<file path="src/rtl/iodly_pkg.sv">
package iodly_pkg;
  typedef enum logic [1:0] {
    CAL_IDLE = 2'd0,
    CAL_SCAN = 2'd1,
    CAL_DOWN = 2'd2
  } cal_st_e;
endpackage

</file>
<file path="src/rtl/iodly_tap_reg.sv">
// Saturating tap register that mirrors the external delay line and
// issues the matching one-cycle command for every change.
module iodly_tap_reg #(
  parameter int TAP_W    = 8,
  parameter int INIT_TAP = 16
) (
  input  logic             clk,
  input  logic             rst,
  input  logic             ld_zero,
  input  logic             inc,
  input  logic             dec,
  output logic [TAP_W-1:0] tap,
  output logic             p_inc,
  output logic             p_dec,
  output logic             p_rst,
  output logic             at_max,
  output logic             at_min
);
  localparam logic [TAP_W-1:0] TAP_MAX = '1;

  assign at_max = (tap == TAP_MAX);
  assign at_min = (tap == '0);

  always_ff @(posedge clk) begin
    if (rst) begin
      tap   <= TAP_W'(INIT_TAP);
      p_inc <= 1'b0;
      p_dec <= 1'b0;
      p_rst <= 1'b0;
    end else begin
      p_inc <= 1'b0;
      p_dec <= 1'b0;
      p_rst <= 1'b0;
      if (ld_zero) begin
        tap   <= '0;
        p_rst <= 1'b1;
      end else if (inc && !at_max) begin
        tap   <= tap + 1'b1;
        p_inc <= 1'b1;
      end else if (dec && !at_min) begin
        tap   <= tap - 1'b1;
        p_dec <= 1'b1;
      end
    end
  end

  p_one_cmd_r9: assert property (@(posedge clk) disable iff (rst)
    $onehot0({p_inc, p_dec, p_rst}));
  p_inc_step_r3: assert property (@(posedge clk) disable iff (rst)
    p_inc |-> tap == TAP_W'($past(tap) + 1'b1));
  p_dec_step_r4: assert property (@(posedge clk) disable iff (rst)
    p_dec |-> tap == TAP_W'($past(tap) - 1'b1));
  p_rst_zero_r2: assert property (@(posedge clk) disable iff (rst)
    p_rst |-> tap == '0);
  p_quiet_hold_r9: assert property (@(posedge clk) disable iff (rst)
    !(p_inc || p_dec || p_rst) |-> $stable(tap));
  p_no_wrap_r8: assert property (@(posedge clk) disable iff (rst)
    (at_max && !ld_zero) |=> !p_rst && tap != '0);
endmodule

</file>
<file path="src/rtl/iodly_vote.sv">
// Phase-detector vote accumulator: emits a one-cycle step request once
// enough consecutive votes agree in direction.
module iodly_vote #(
  parameter int VOTE_W = 4
) (
  input  logic              clk,
  input  logic              rst,
  input  logic              clr,
  input  logic              early,
  input  logic              late,
  input  logic [VOTE_W-1:0] need,
  output logic              up_req,
  output logic              dn_req
);
  logic [VOTE_W:0] cnt_q, nxt_cnt, need_eff;
  logic            dir_up_q;
  logic            valid, vote_up, same, fire;

  always_comb begin
    valid    = early ^ late;
    vote_up  = early;
    same     = (cnt_q != '0) && (dir_up_q == vote_up);
    nxt_cnt  = same ? cnt_q + 1'b1 : (VOTE_W+1)'(1);
    need_eff = (need == '0) ? (VOTE_W+1)'(1) : {1'b0, need};
    fire     = valid && !clr && (nxt_cnt >= need_eff);
    up_req   = fire && vote_up;
    dn_req   = fire && !vote_up;
  end

  always_ff @(posedge clk) begin
    if (rst || clr) begin
      cnt_q    <= '0;
      dir_up_q <= 1'b0;
    end else if (valid) begin
      cnt_q    <= fire ? '0 : nxt_cnt;
      dir_up_q <= vote_up;
    end
  end

  p_clr_drops_votes_r6: assert property (@(posedge clk) disable iff (rst)
    clr |=> cnt_q == '0);
  p_up_from_early_r7: assert property (@(posedge clk) disable iff (rst)
    up_req |-> (early && !late && !clr));
  p_dn_from_late_r7: assert property (@(posedge clk) disable iff (rst)
    dn_req |-> (late && !early && !clr));
endmodule

</file>
<file path="src/rtl/iodly_cal_fsm.sv">
// Measurement sequencer: zero, climb to the period match, walk down
// to half the measured count.
module iodly_cal_fsm
  import iodly_pkg::*;
#(
  parameter int TAP_W = 8
) (
  input  logic             clk,
  input  logic             rst,
  input  logic             cal_req,
  input  logic             per_match,
  input  logic [TAP_W-1:0] tap,
  input  logic             at_max,
  output logic             busy,
  output logic             ovf,
  output logic             cal_start,
  output logic             inc_req,
  output logic             dec_req
);
  localparam logic [TAP_W-1:0] TAP_MAX = '1;

  cal_st_e          st_q;
  logic [TAP_W-1:0] tgt_q;

  assign cal_start = (st_q == CAL_IDLE) && cal_req;
  assign inc_req   = (st_q == CAL_SCAN) && !per_match && !at_max;
  assign dec_req   = (st_q == CAL_DOWN) && (tap != tgt_q);

  always_ff @(posedge clk) begin
    if (rst) begin
      st_q  <= CAL_IDLE;
      tgt_q <= '0;
      busy  <= 1'b0;
      ovf   <= 1'b0;
    end else begin
      case (st_q)
        CAL_IDLE: if (cal_req) begin
          st_q <= CAL_SCAN;
          busy <= 1'b1;
          ovf  <= 1'b0;
        end
        CAL_SCAN: if (per_match) begin
          tgt_q <= tap >> 1;
          st_q  <= CAL_DOWN;
        end else if (at_max) begin
          tgt_q <= tap >> 1;
          ovf   <= 1'b1;
          st_q  <= CAL_DOWN;
        end
        CAL_DOWN: if (tap == tgt_q) begin
          busy <= 1'b0;
          st_q <= CAL_IDLE;
        end
        default: st_q <= CAL_IDLE;
      endcase
    end
  end

  p_ovf_at_top_r5: assert property (@(posedge clk) disable iff (rst)
    $rose(ovf) |-> tap == TAP_MAX);
  p_done_at_half_r4: assert property (@(posedge clk) disable iff (rst)
    $fell(busy) |-> tap == tgt_q);
  p_start_sets_busy_r2: assert property (@(posedge clk) disable iff (rst)
    cal_start |=> busy && !ovf);
endmodule

</file>
<file path="src/rtl/iodly_cal_ctrl.sv">
module iodly_cal_ctrl #(
  parameter int TAP_W    = 8,
  parameter int VOTE_W   = 4,
  parameter int INIT_TAP = 16
) (
  input  logic              clk,
  input  logic              rst,
  input  logic              cal_req,
  input  logic              per_match,
  input  logic              pd_early,
  input  logic              pd_late,
  input  logic [VOTE_W-1:0] vote_need,
  input  logic              drive_en,
  output logic              dly_inc,
  output logic              dly_dec,
  output logic              dly_rst,
  output logic [TAP_W-1:0]  tap_val,
  output logic              busy,
  output logic              cal_ovf,
  output logic              route_out
);
  logic cal_start, fsm_inc, fsm_dec, trk_up, trk_dn;
  logic at_max, at_min, hold_trk;

  assign hold_trk = busy || cal_start;

  iodly_cal_fsm #(.TAP_W(TAP_W)) u_fsm (
    .clk(clk), .rst(rst), .cal_req(cal_req), .per_match(per_match),
    .tap(tap_val), .at_max(at_max), .busy(busy), .ovf(cal_ovf),
    .cal_start(cal_start), .inc_req(fsm_inc), .dec_req(fsm_dec)
  );

  iodly_vote #(.VOTE_W(VOTE_W)) u_vote (
    .clk(clk), .rst(rst), .clr(hold_trk), .early(pd_early), .late(pd_late),
    .need(vote_need), .up_req(trk_up), .dn_req(trk_dn)
  );

  iodly_tap_reg #(.TAP_W(TAP_W), .INIT_TAP(INIT_TAP)) u_tap (
    .clk(clk), .rst(rst), .ld_zero(cal_start),
    .inc(fsm_inc || (trk_up && !hold_trk)),
    .dec(fsm_dec || (trk_dn && !hold_trk)),
    .tap(tap_val), .p_inc(dly_inc), .p_dec(dly_dec), .p_rst(dly_rst),
    .at_max(at_max), .at_min(at_min)
  );

  always_ff @(posedge clk) begin
    if (rst) route_out <= 1'b0;
    else     route_out <= drive_en;
  end

  p_route_follows_r10: assert property (@(posedge clk) disable iff (rst)
    !rst |=> route_out == $past(drive_en));
  p_busy_no_track_r6: assert property (@(posedge clk) disable iff (rst)
    (busy && !(fsm_inc || fsm_dec)) |=> !dly_inc && !dly_dec && !dly_rst);
endmodule

</file>
<file path="config.mk">
export PLATFORM = sky130hd
export DESIGN_NAME = iodly_cal_ctrl
export DESIGN_NICKNAME = d
export VERILOG_FILES = /design/src/rtl/iodly_pkg.sv /design/src/rtl/iodly_tap_reg.sv /design/src/rtl/iodly_vote.sv /design/src/rtl/iodly_cal_fsm.sv /design/src/rtl/iodly_cal_ctrl.sv
export SDC_FILE = /design/constraint.sdc
export NUM_CORES = 1
export LEC_CHECK = 0
export ABC_AREA = 0
export BUFFER_PORTS_ARGS = -buffer_cell sky130_fd_sc_hd__clkbuf_2
export CAP_MARGIN = 20
export CORE_MARGIN = 2
export CORE_UTILIZATION = 58
export DETAILED_ROUTE_END_ITERATION = 12
export PLACE_DENSITY = 0.88
export RECOVER_POWER = 50
export REMOVE_ABC_BUFFERS = 1
export SYNTH_ARGS = -nofsm -noshare
export SYNTH_HDL_FRONTEND = slang
export SYNTH_HIERARCHICAL = 1
export SYNTH_SLANG_ARGS = --single-unit
</file>
<file path="constraint.sdc">
create_clock -name clk -period 5.5 [get_ports clk]
set_input_delay 0.55 -clock clk [delete_from_list [all_inputs] [get_ports clk]]
set_output_delay 0.55 -clock clk [all_outputs]
set_load 0.02 [all_outputs]
</file>
Word level (Yosys, flattened, before mapping)
Cells that the tools add are included.
{ "word_totals": {"reg_bits": 30, "out_inout_bits": 14, "word_cells": 88} }
{ "op_classes": {"magnitude_cmp": 1, "eq_ne": 11, "n_reduce_logical": 37, "bitwise": 1, "n_mux": 23, "n_addsub": 3} }
{ "op_table": {"columns": ["op", "count"], "rows": [
  ["two-way mux 8 bit", 4],
  ["two-way mux 5 bit", 3],
  ["logical AND 1 bit", 13],
  ["adder 8 x 1 -> 8 bit (second input constant)", 1],
  ["== test 8 bit", 1],
  ["== test 8 bit (second input constant)", 1],
  ["zero test 8 bit", 1],
  ["two-way mux 1 bit", 8],
  ["two-way mux 2 bit", 4],
  ["!= test 8 bit", 1],
  ["nonzero test 2 bit", 4],
  ["subtractor 8 x 1 -> 8 bit (second input constant)", 1],
  ["!= test 2 bit (second input constant)", 3],
  ["case mux 2 bit (3 select lines)", 1],
  ["AND reduction 3 bit", 2],
  ["adder 5 x 1 -> 5 bit (second input constant)", 1],
  ["greater-or-equal comparator 5 bit", 1],
  ["zero test 1 bit", 5],
  ["nonzero test 5 bit", 1],
  ["zero test 4 bit", 1],
  ["logical OR 1 bit", 4],
  ["two-way mux 4 bit", 1],
  ["case mux 1 bit (2 select lines)", 2],
  ["AND reduction 4 bit", 1],
  ["11 further kinds", 11]
]} }

Logic depth before layout (Yosys ltp)
Gate-level depths: netlist (run 1).
{ "depth": {"ltp_word": 13, "ltp_mapped": 18} }

By module
The synthesis (run 1) kept the hierarchy.
{ "modules_own_cells": {"columns": ["mod", "seq_area_each_um2", "n_inst", "cells_each", "area_each_um2"], "rows": [
  ["iodly_tap_reg", 220.2, 1, 74, 660.6],
  ["iodly_vote", 120.1, 1, 66, 549.3],
  ["iodly_cal_fsm", 220.2, 1, 62, 516.7],
  ["iodly_cal_ctrl", 20.0, 1, 6, 51.3]
]} }

Worst setup path after synthesis (run 1)
Ideal clock, no wire load.
{ "synth_timing": {"path_type": "input to register", "startpoint": "input port pd_early", "endpoint": "register u_tap.tap[7]", "arrival_ns": 3.584, "setup_ns": 0.072, "setup_slack_ns": 1.845, "stages": 17, "cell_sequence": "buf_6 -> xor2_1 -> nor2_1 -> and2_1 -> ha_1 -> nand2_1 -> o21ai_0 -> a31oi_1 -> a21boi_1 -> a21o_1 -> o21ai_1 -> ha_1 -> a21o_1 -> a21oi_1 -> o31ai_1 -> mux2i_1 -> mux2i_1"} }
{ "synth_between": {"elab_chain_len": 10} }
{ "synth_rtl": {"columns": ["element", "line_no", "rtl"], "rows": [
  ["start, declared", "iodly_cal_ctrl.sv:10", "input logic pd_early,"],
  ["== test 1 bit", "iodly_vote.sv:22", "same = (cnt_q != '0) && (dir_up_q == vote_up);"],
  ["logical AND 1 bit", "iodly_vote.sv:22", null],
  ["two-way mux 5 bit", "iodly_vote.sv:23", "nxt_cnt = same ? cnt_q + 1'b1 : (VOTE_W+1)'(1);"],
  ["greater-or-equal comparator 5 bit", "iodly_vote.sv:25", "fire = valid && !clr && (nxt_cnt >= need_eff);"],
  ["logical AND 1 bit", "iodly_vote.sv:25", null],
  ["logical AND 1 bit (*)", "iodly_vote.sv:26", "up_req = fire && vote_up;"],
  ["via trk_up", "iodly_cal_ctrl.sv:22", "logic cal_start, fsm_inc, fsm_dec, trk_up, trk_dn;"],
  ["logical AND 1 bit (*)", "iodly_cal_ctrl.sv:40", ".inc(fsm_inc || (trk_up && !hold_trk)),"],
  ["logical OR 1 bit (*)", "iodly_cal_ctrl.sv:40", null],
  ["logical AND 1 bit (*)", "iodly_tap_reg.sv:37", "end else if (inc && !at_max) begin"],
  ["two-way mux 8 bit / nonzero test 2 bit (equally long branches)", null, null],
  ["end signal, assigned", "iodly_tap_reg.sv:26", "tap <= TAP_W'(INIT_TAP);"],
  ["end signal, assigned", "iodly_tap_reg.sv:38", "tap <= tap + 1'b1;"],
  ["end signal, assigned", "iodly_tap_reg.sv:41", "tap <= tap - 1'b1;"],
  ["end, declared", "iodly_tap_reg.sv:12", "output logic [TAP_W-1:0] tap,"]
]} }
The timed path passes the listed nets; every way through them passes the cells marked *.
A chain may end at the register's enable or synchronous reset.

Worst setup path after layout (run 1)
{ "layout_timing": {"startpoint": "register u_vote.cnt_q[0]", "endpoint": "register u_tap.tap[7]"} }
{ "layout_between": {"elab_chain_len": 10} }
{ "layout_rtl": {"columns": ["element", "line_no", "rtl"], "rows": [
  ["start, declared", "iodly_vote.sv:15", "logic [VOTE_W:0] cnt_q, nxt_cnt, need_eff;"],
  ["start signal, assigned", "iodly_vote.sv:35", "cnt_q <= fire ? '0 : nxt_cnt;"],
  ["branches (longest 2 deep; another with adder 5 x 1 -> 5 bit)", null, null],
  ["two-way mux 5 bit (*)", "iodly_vote.sv:23", null],
  ["greater-or-equal comparator 5 bit (*)", "iodly_vote.sv:25", null],
  ["logical AND 1 bit (*)", "iodly_vote.sv:25", null],
  ["logical AND 1 bit (*)", "iodly_vote.sv:26", null],
  ["via trk_up", "iodly_cal_ctrl.sv:22", null],
  ["logical AND 1 bit (*)", "iodly_cal_ctrl.sv:40", null],
  ["logical OR 1 bit (*)", "iodly_cal_ctrl.sv:40", null],
  ["logical AND 1 bit (*)", "iodly_tap_reg.sv:37", null],
  ["two-way mux 8 bit / nonzero test 2 bit (equally long branches)", null, null]
]} }
Mark *: on every way through the listed nets, which the timed path passes.

==> out/metrics.csv, run 1 <==
metric,value,unit
ant_nets,0,
fin_crit_sh,72.3,%
cts_made_buffers,5,
cts_tree,yes,
crit_path_end_kind,register,
io_buffers,24,
globalplace.congestion,0.901,
root_buffer,clkbuf_4,
r2r-start,u_vote/cnt_q[0],
cts_sinks,29,
max_slew_margin,40.5,%
fmax,0.252,GHz
p_seq_share,42.8,%
die_area,0.00352,mm²
cell_internal_pwr,0.000380,W
hpwl,2.75,mm
rsz0062_at_grt,no,
leakagePower,0.791,nW
via_per_inst,5.75,
insertion_delay,330,ps
die_w,59.3,µm
grt_pass1_vias,1300,
row_count,20,
path_max_fanout,11,
ir_drop,0.167,mV
wl_met2,1.86,mm
hold_viol,0,
min_period,3970,ps
area_delta_synth_final,10.9,%
post-route-util,66.1,%
combPwrFrac,22.9,%
fin_cells,269,
drt-initial-drc-count,52,
design_area,0.00197,mm²
grt_max_degree,20,
dp_cells,261,
cellPowerDensity,277,mW/mm²
outcome,"complete, no violations",
critPathRequiredTime,5760,ps
core,0.00298,mm²
synth_area,0.00177,mm²
h-tree-depth,2,
cts-resized-gates,0,
nets,259,
dr_wl_met3,157,µm
gr-total-overflow,0,
drt-met1-wl,1.71,mm
path_class,register to register,
place_area,0.00192,mm²
post-cts-setup-buffers,0,
die_y,59.3,µm
tightestPinTransition,886,ps
p_clk_share,34.3,%
ys_warn_count,6,
hp-start,drive_en,
setup_viol,0,
hp-class,input port to register,
startpoint_type,register,
num_vias,1547,
drt_wl_total,3.78,mm
grt_pass1_wl,5.87,mm
nFillCells,273,
swShare,30.3,%
initial_core_util,59.6,%
holdBufCountCts,0,
p_sw,0.000165,W
fin_setup_tns,0,ps
postSynthAreaPerCell,8.57,µm²
finalMaxSlewViolations,0,
io_pins,25,
drc_errors,0,
path_clk_slew,90,ps
first_pass_iters,4,
syn_inst,207,
antenna_found_initial,0,
diodes,0,
crit_start,u_vote/cnt_q[0],
drv_cap,0,
grt_util_all_layers,22.4,%
drive_above_1_share,11.0,%
min_path_cells,2,
r2r.worst_path.cells,17,
routed.top_layer,met4,
cts_max_path_buffers,2,
wire_per_inst,14.0,µm
worstPathArrival,4240,ps
skew,9.61,ps
==> through the flow <==
step	hold WS (ps)	setup slack [ps]	power, W
floorplan	459	1970	0.000331
global route	427	1130	0.000572
detailed placement	480	1370	0.000365
finish	428	1530	0.000545
global placement	475	1440	0.000361
CTS	418	1510	0.000552
==> area by class of cell <==
class                      count  area, µm²  share of cell area (%)
multi-input combinational    164       1120                    56.8
sequential                    29        581                    29.5
timing repair buffer          25        106                    5.40
clock buffer                   7       55.1                    2.80
tap                           33       41.3                    2.10
inverter                      10       37.5                    1.91
clock inverter                 1       30.0                    1.53
==> power groups by stage <==
stage / clock (W) / sequential, W / combinational (W)
floorplan: 0 / 0.000242 / 0.0000886
global placement: 0 / 0.000238 / 0.000124
detailed placement: 0 / 0.000238 / 0.000127
CTS: 0.000191 / 0.000234 / 0.000128
global route: 0.000200 / 0.000235 / 0.000137
finish: 0.000187 / 0.000234 / 0.000125
==> placed cells by master, fill, tap and decap left out, drive strengths merged, types with 4 or more instances in the layout <==
cell type / count
inv: 10
mux2i: 7
clkbuf: 32
dfxtp: 29
nor2: 18
nor2b: 7
a21oi: 18
o21ai: 11
nor3: 8
xnor2: 12
nand2b: 4
ha: 12
nand2: 21
xor2: 6
==> path summary, 6_finish.rpt <==
| check | to | slack (ps) |
|---|---|---|
| worst max-delay path | u_tap/tap[7] | 1530 |
| worst max register to register | u_tap/tap[7] | 1530 |
| worst min register to register | u_fsm/tgt_q[0] | 500 |
| worst min-delay path | route_out | 430 |
==> worst max-delay path, cell delays in order (launching register included) <==
cell and delay [ps]:
dfxtp_1 370, inv_1 80, ha_1 200, nor4b_4 140
nor3_1 290, ha_1 300, a21oi_1 130, o21ai_0 140
a31oi_1 230, a21boi_1 90, a21o_1 150, o21ai_1 470
ha_1 360, a21o_1 170, a21oi_1 250, o31ai_1 140
mux2i_1 200, mux2i_1 200
==> metal layers <==
layer  global-route usage (%)  vias up
met2                     36.1       36
met5                        0        -
met4                     9.42        0
met1                     28.0      721
li1                         -      786
met3                     6.11        4
==> registers in the layout, indices dropped and copies added (netlist names) <==
| name | flops |
|---|---|
| route_out | 1 |
| u_fsm/busy | 1 |
| u_fsm/ovf | 1 |
| u_fsm/st_q | 2 |
| u_fsm/tgt_q | 7 |
| u_tap/p_dec | 1 |
| u_tap/p_inc | 1 |
| u_tap/p_rst | 1 |
| u_tap/tap | 8 |
| u_vote/cnt_q | 5 |
| u_vote/dir_up_q | 1 |
Note: power is estimated with default switching activity, not from simulation.
==> run 2, diff against run 1 <==
CORE_UTILIZATION = 57   (was 58)
PLACE_DENSITY = 0.86   (was 0.88)
clock period = 4.1 ns   (was 5.5 ns; I/O delays follow)
==> run 2 against run 1 <==
Clock power decreased by 9%; combinational power increased by 36%; fmax increased by 6.5%; hold slack got worse by 150 ps; final cell count is 0.37% higher; power increased by 20%; clock skew is 2.3 ps lower; highest routed layer unchanged.
==> out/metrics.csv, run 2 (synthesized netlist as in run 1, its figures left out) <==
metric,value,unit
outcome,"complete, no violations",
hold_viol,0,
startpoint_type,register,
area_delta_synth_final,9.80,%
ant_nets,0,
design_area,0.00195,mm²
via_per_inst,5.80,
largest-register,u_tap/tap,
drive_above_1_share,11.8,%
hpwl,2.78,mm
cts_tree,yes,
cpMaxStageDelayCell,ha_1,
cts-resized-gates,0,
min_period,3730,ps
critPathRequiredTime,4380,ps
ir_drop,0.232,mV
cellPowerDensity,335,mW/mm²
reg_top3,"u_tap/tap (8), u_fsm/tgt_q (7), u_vote/cnt_q (5)",
wire_per_inst,13.7,µm
crit_top_cell,ha_1,
fmax,0.268,GHz
tightestPinTransition,734,ps
crit_start,u_vote/cnt_q[0],
hp-class,input port to register,
cp_cell_sequence,"inv_1, ha_1, nor4b_4, nor2_1, and2_1, ha_1, nand2_1, o21ai_0, a31oi_1, a21boi_1, a21o_1, o21ai_2, buf_4, ha_1, nand2_1, o31ai_1, mux2i_1, mux2i_1",
slowest_delay,360,ps
gr-total-overflow,0,
die_w,59.8,µm
final_common_cell,dfxtp_1,
io_buffers,24,
path_class,register to register,
largest_register_ffs,8,
hp-start,drive_en,
die_area,0.00357,mm²
drt-initial-drc-count,87,
skew,7.30,ps
first_pass_iters,4,
fin_setup_tns,0,ps
drt_wl_total,3.71,mm
grt_pass1_vias,1368,
antenna_found_initial,0,
drc_errors,0,
cp_top_family,compound AO/OA/AOI/OAI gates,
die_y,59.8,µm
finalMaxSlewViolations,0,
path_clk_slew,100,ps
fin_cells,270,
grt_max_degree,20,
core,0.00300,mm²
num_vias,1565,
io_pins,25,
cts_sinks,29,
root_buffer,clkbuf_4,
crit_buf_inv,2,
h-tree-depth,2,
setup_viol,0,
crit_path_end_kind,register,
diodes,0,
dp_cells,262,
cts_made_buffers,5,
place_area,0.00193,mm²
rsz0062_at_grt,no,
nets,260,
leakagePower,0.779,nW
initial_core_util,59.1,%
globalplace.congestion,0.907,
r2r-start,u_vote/cnt_q[0],
insertion_delay,350,ps
max_slew_margin,50.6,%
row_count,20,
fin_crit_sh,91.0,%
holdBufCountCts,0,
path_max_fanout,7,
cts_max_path_buffers,2,
grt_util_all_layers,22.6,%
drv_cap,0,
grt_pass1_wl,6.05,mm
post-cts-setup-buffers,0,
worstPathArrival,4010,ps
mostFrequentLayoutCells,"dfxtp_1 (29), nand2_1 (20), a21oi_1 (18)",
==> run 2: per-layer routing <==
| metal | share of wire [%] | GRT usage [%] |
|---|---|---|
| met5 | 0 | 0 |
| met1 | 47 | 29.1 |
| met2 | 45 | 34.9 |
| met3 | 5.5 | 7.58 |
| met4 | 1.8 | 7.94 |
==> run 2: power by group <==
group / internal, W / leakage, nW / switching, W
Sequential: 0.000294 / 0.236 / 0.0000185
Clock: 0.0000651 / 0.0320 / 0.000105
Combinational: 0.0000716 / 0.511 / 0.0000980
Total: 0.000431 / 0.779 / 0.000222
==> run 2: stage by stage <==
stage                     hold slack [ps]  setup WS (ps)  total power [W]  util [%]
after detailed placement              479            243         0.000491      64.2
after global placement                474            429         0.000486      64.2
after CTS                             278            304         0.000659      65.9
after floorplan                       459            589         0.000444         -
after global routing                  274           21.1         0.000686      64.9
final                                 280            369         0.000653      64.9
==> run 2: cell type report <==
class / count / area, µm²
clock buffers: 6 / 41.3
clock inverters: 2 / 10.0
fillers: 271 / 1050
inverters: 10 / 37.5
multi-input cells: 164 / 1120
flip-flops and latches: 29 / 581
well taps: 33 / 41.3
repair buffers: 26 / 113
==> run 2: worst reg2reg max path: stages, from the launching register on <==
cell      delay, ps
dfxtp_1         330
inv_1            90
ha_1            150
nor4b_4         250
nor2_1          120
and2_1          170
ha_1            270
nand2_1          40
o21ai_0         210
a31oi_1         160
a21boi_1        190
a21o_1          140
o21ai_2         100
buf_4           180
ha_1            360
nand2_1         120
o31ai_1         310
mux2i_1         260
mux2i_1         200
==> run 2: worst paths after layout <==
check / endpoint / slack, ps / cells past startpoint
hold reg to reg: u_fsm/tgt_q[1] / 500 / 2
setup / recovery: u_tap/tap[7] / 370 / 18
hold / removal: route_out / 280 / 2
setup reg to reg: u_tap/tap[7] / 370 / 18
==> run 3, diff against run 2 <==
ABC_CLOCK_PERIOD_IN_PS = 4100   (was not set)
BUFFER_PORTS_ARGS = -buffer_cell sky130_fd_sc_hd__buf_2   (was -buffer_cell sky130_fd_sc_hd__clkbuf_2)
CAP_MARGIN = 25   (was 20)
==> run 3 against run 2 <==
Die area unchanged; critical endpoint is now u_tap/tap[6]; sequential power is essentially flat; combinational power about the same; routed wire length decreased by 1.1%; setup slack better by 63 ps; clock skew fell by 0.67 ps; flip-flop and latch count stayed put; clock-buffer cell count decreased by 1; hold slack better by 8.7 ps; clock power is essentially flat.
==> out/metrics.csv, run 3 (synthesized netlist as in run 1, its figures left out) <==
metric,value,unit
cellPowerDensity,335,mW/mm²
p_seq_share,48.1,%
final_common_cell,dfxtp_1,
grt_pass1_wl,5.73,mm
num_vias,1537,
die_y,59.8,µm
via_per_inst,5.71,
hold_ws,289,ps
drt-initial-drc-count,84,
wire_per_inst,13.6,µm
worstPathArrival,3870,ps
globalplace.congestion,0.915,
row_count,20,
cell_internal_pwr,0.000429,W
drive_above_1_share,11.9,%
cts_max_path_buffers,2,
core,0.00300,mm²
gr-total-overflow,0,
min_period,3670,ps
io_pins,25,
die_w,59.8,µm
antenna_found_initial,0,
skew,6.64,ps
max_slew_margin,43.1,%
hpwl,2.64,mm
drv_cap,0,
root_buffer,clkbuf_4,
swShare,34.0,%
die_area,0.00357,mm²
p_clk_share,26.2,%
combPwrFrac,25.7,%
fmax,0.273,GHz
first_pass_iters,5,
reg_top3,"u_tap/tap (8), u_fsm/tgt_q (7), u_vote/cnt_q (5)",
h-tree-depth,2,
nets,259,
path_clk_slew,100,ps
finalMaxSlewViolations,0,
path_class,register to register,
tightestPinTransition,846,ps
fin_crit_sh,89.5,%
hold_viol,0,
cts_made_buffers,5,
cts_sinks,29,
grt_util_all_layers,21.6,%
initial_core_util,59.1,%
hp-class,input port to register,
diodes,0,
rsz0062_at_grt,no,
p_sw,0.000221,W
largest_register_ffs,8,
largest-register,u_tap/tap,
io_buffers,24,
grt_max_degree,20,
cts_tree,yes,
crit_path_end_kind,register,
startpoint_type,register,
area_delta_synth_final,9.59,%
setup_viol,0,
fin_setup_tns,0,ps
ir_drop,0.218,mV
ant_nets,0,
insertion_delay,320,ps
mostFrequentLayoutCells,"dfxtp_1 (29), nand2_1 (20), a21oi_1 (18)",
outcome,"complete, no violations",
drt_wl_total,3.67,mm
leakagePower,0.772,nW
grt_pass1_vias,1253,
path_max_fanout,11,
critPathRequiredTime,4300,ps
drc_errors,0,
==> run 3: cell count changes in the layout (fill, tap and decap cells not counted), sizes merged <==
cell / change
buf: +8
clkbuf: -10
clkinvlp: +1
==> run 3: final cells by class <==
cell class / instances / area, µm²
inverters: 10 / 37.5
clock buffers: 5 / 37.5
fillers: 271 / 1060
repair buffers: 25 / 105
well taps: 33 / 41.3
flip-flops and latches: 29 / 581
multi-input cells: 164 / 1120
clock inverters: 3 / 17.5
==> run 3: path summary, 6_finish.rpt <==
path                    from  slack [ps]  depth (start not counted)              to
max reg2reg  u_vote/cnt_q[0]         430                         18    u_tap/tap[6]
max          u_vote/cnt_q[0]         430                         18    u_tap/tap[6]
min                 drive_en         290                          2       route_out
min reg2reg   u_fsm/tgt_q[3]         500                          2  u_fsm/tgt_q[3]
==> run 3: worst max-delay path, stage by stage (launching register included) <==
cell      delay, ps
dfxtp_1         340
inv_1            90
ha_1            160
nor4b_4         270
nor2_1          130
and2_1          180
ha_1            270
nand2_1          40
o21ai_0         200
a31oi_1         140
a21boi_1        160
a21o_1          130
o21ai_2         160
fa_1            500
a21oi_1         200
o211ai_1        120
a21oi_1         180
xor2_1          160
o22ai_1         100
==> run 3: power groups by stage <==
stage               clock, W  sequential [W]  combinational (W)
floorplan                  0        0.000325           0.000119
global placement           0        0.000319           0.000166
detailed placement         0        0.000319           0.000169
CTS                 0.000175        0.000313           0.000171
global route        0.000188        0.000315           0.000186
finish              0.000170        0.000313           0.000167
==> run 3: routing by layer <==
metal / vias to the layer above / global-route usage, % / wire (µm)
met5: - / 0 / 0
met4: 0 / 7.62 / 27
met3: 2 / 5.84 / 119
met2: 33 / 32.3 / 1680
met1: 712 / 29.9 / 1840
li1: 790 / - / -
==> run 3: timing repair <==
action                                  CTS  global route
endpoints found under the setup margin    0             4
resized for setup                         0             1
buffers inserted                          0             0
hold buffers                              0             0
==> run 3: per-stage QoR <==
stage               setup WS [ps]  area (µm²)  utilization [%]  instances  power (W)
floorplan                     589        1750                -        203   0.000444
global placement              269        1920             63.9        261   0.000485
detailed placement            174        1920             63.9        261   0.000488
CTS                           175        1970             65.8        269   0.000658
global route                 81.9        1940             64.8        269   0.000689
finish                        432        1940             64.8        269   0.000650
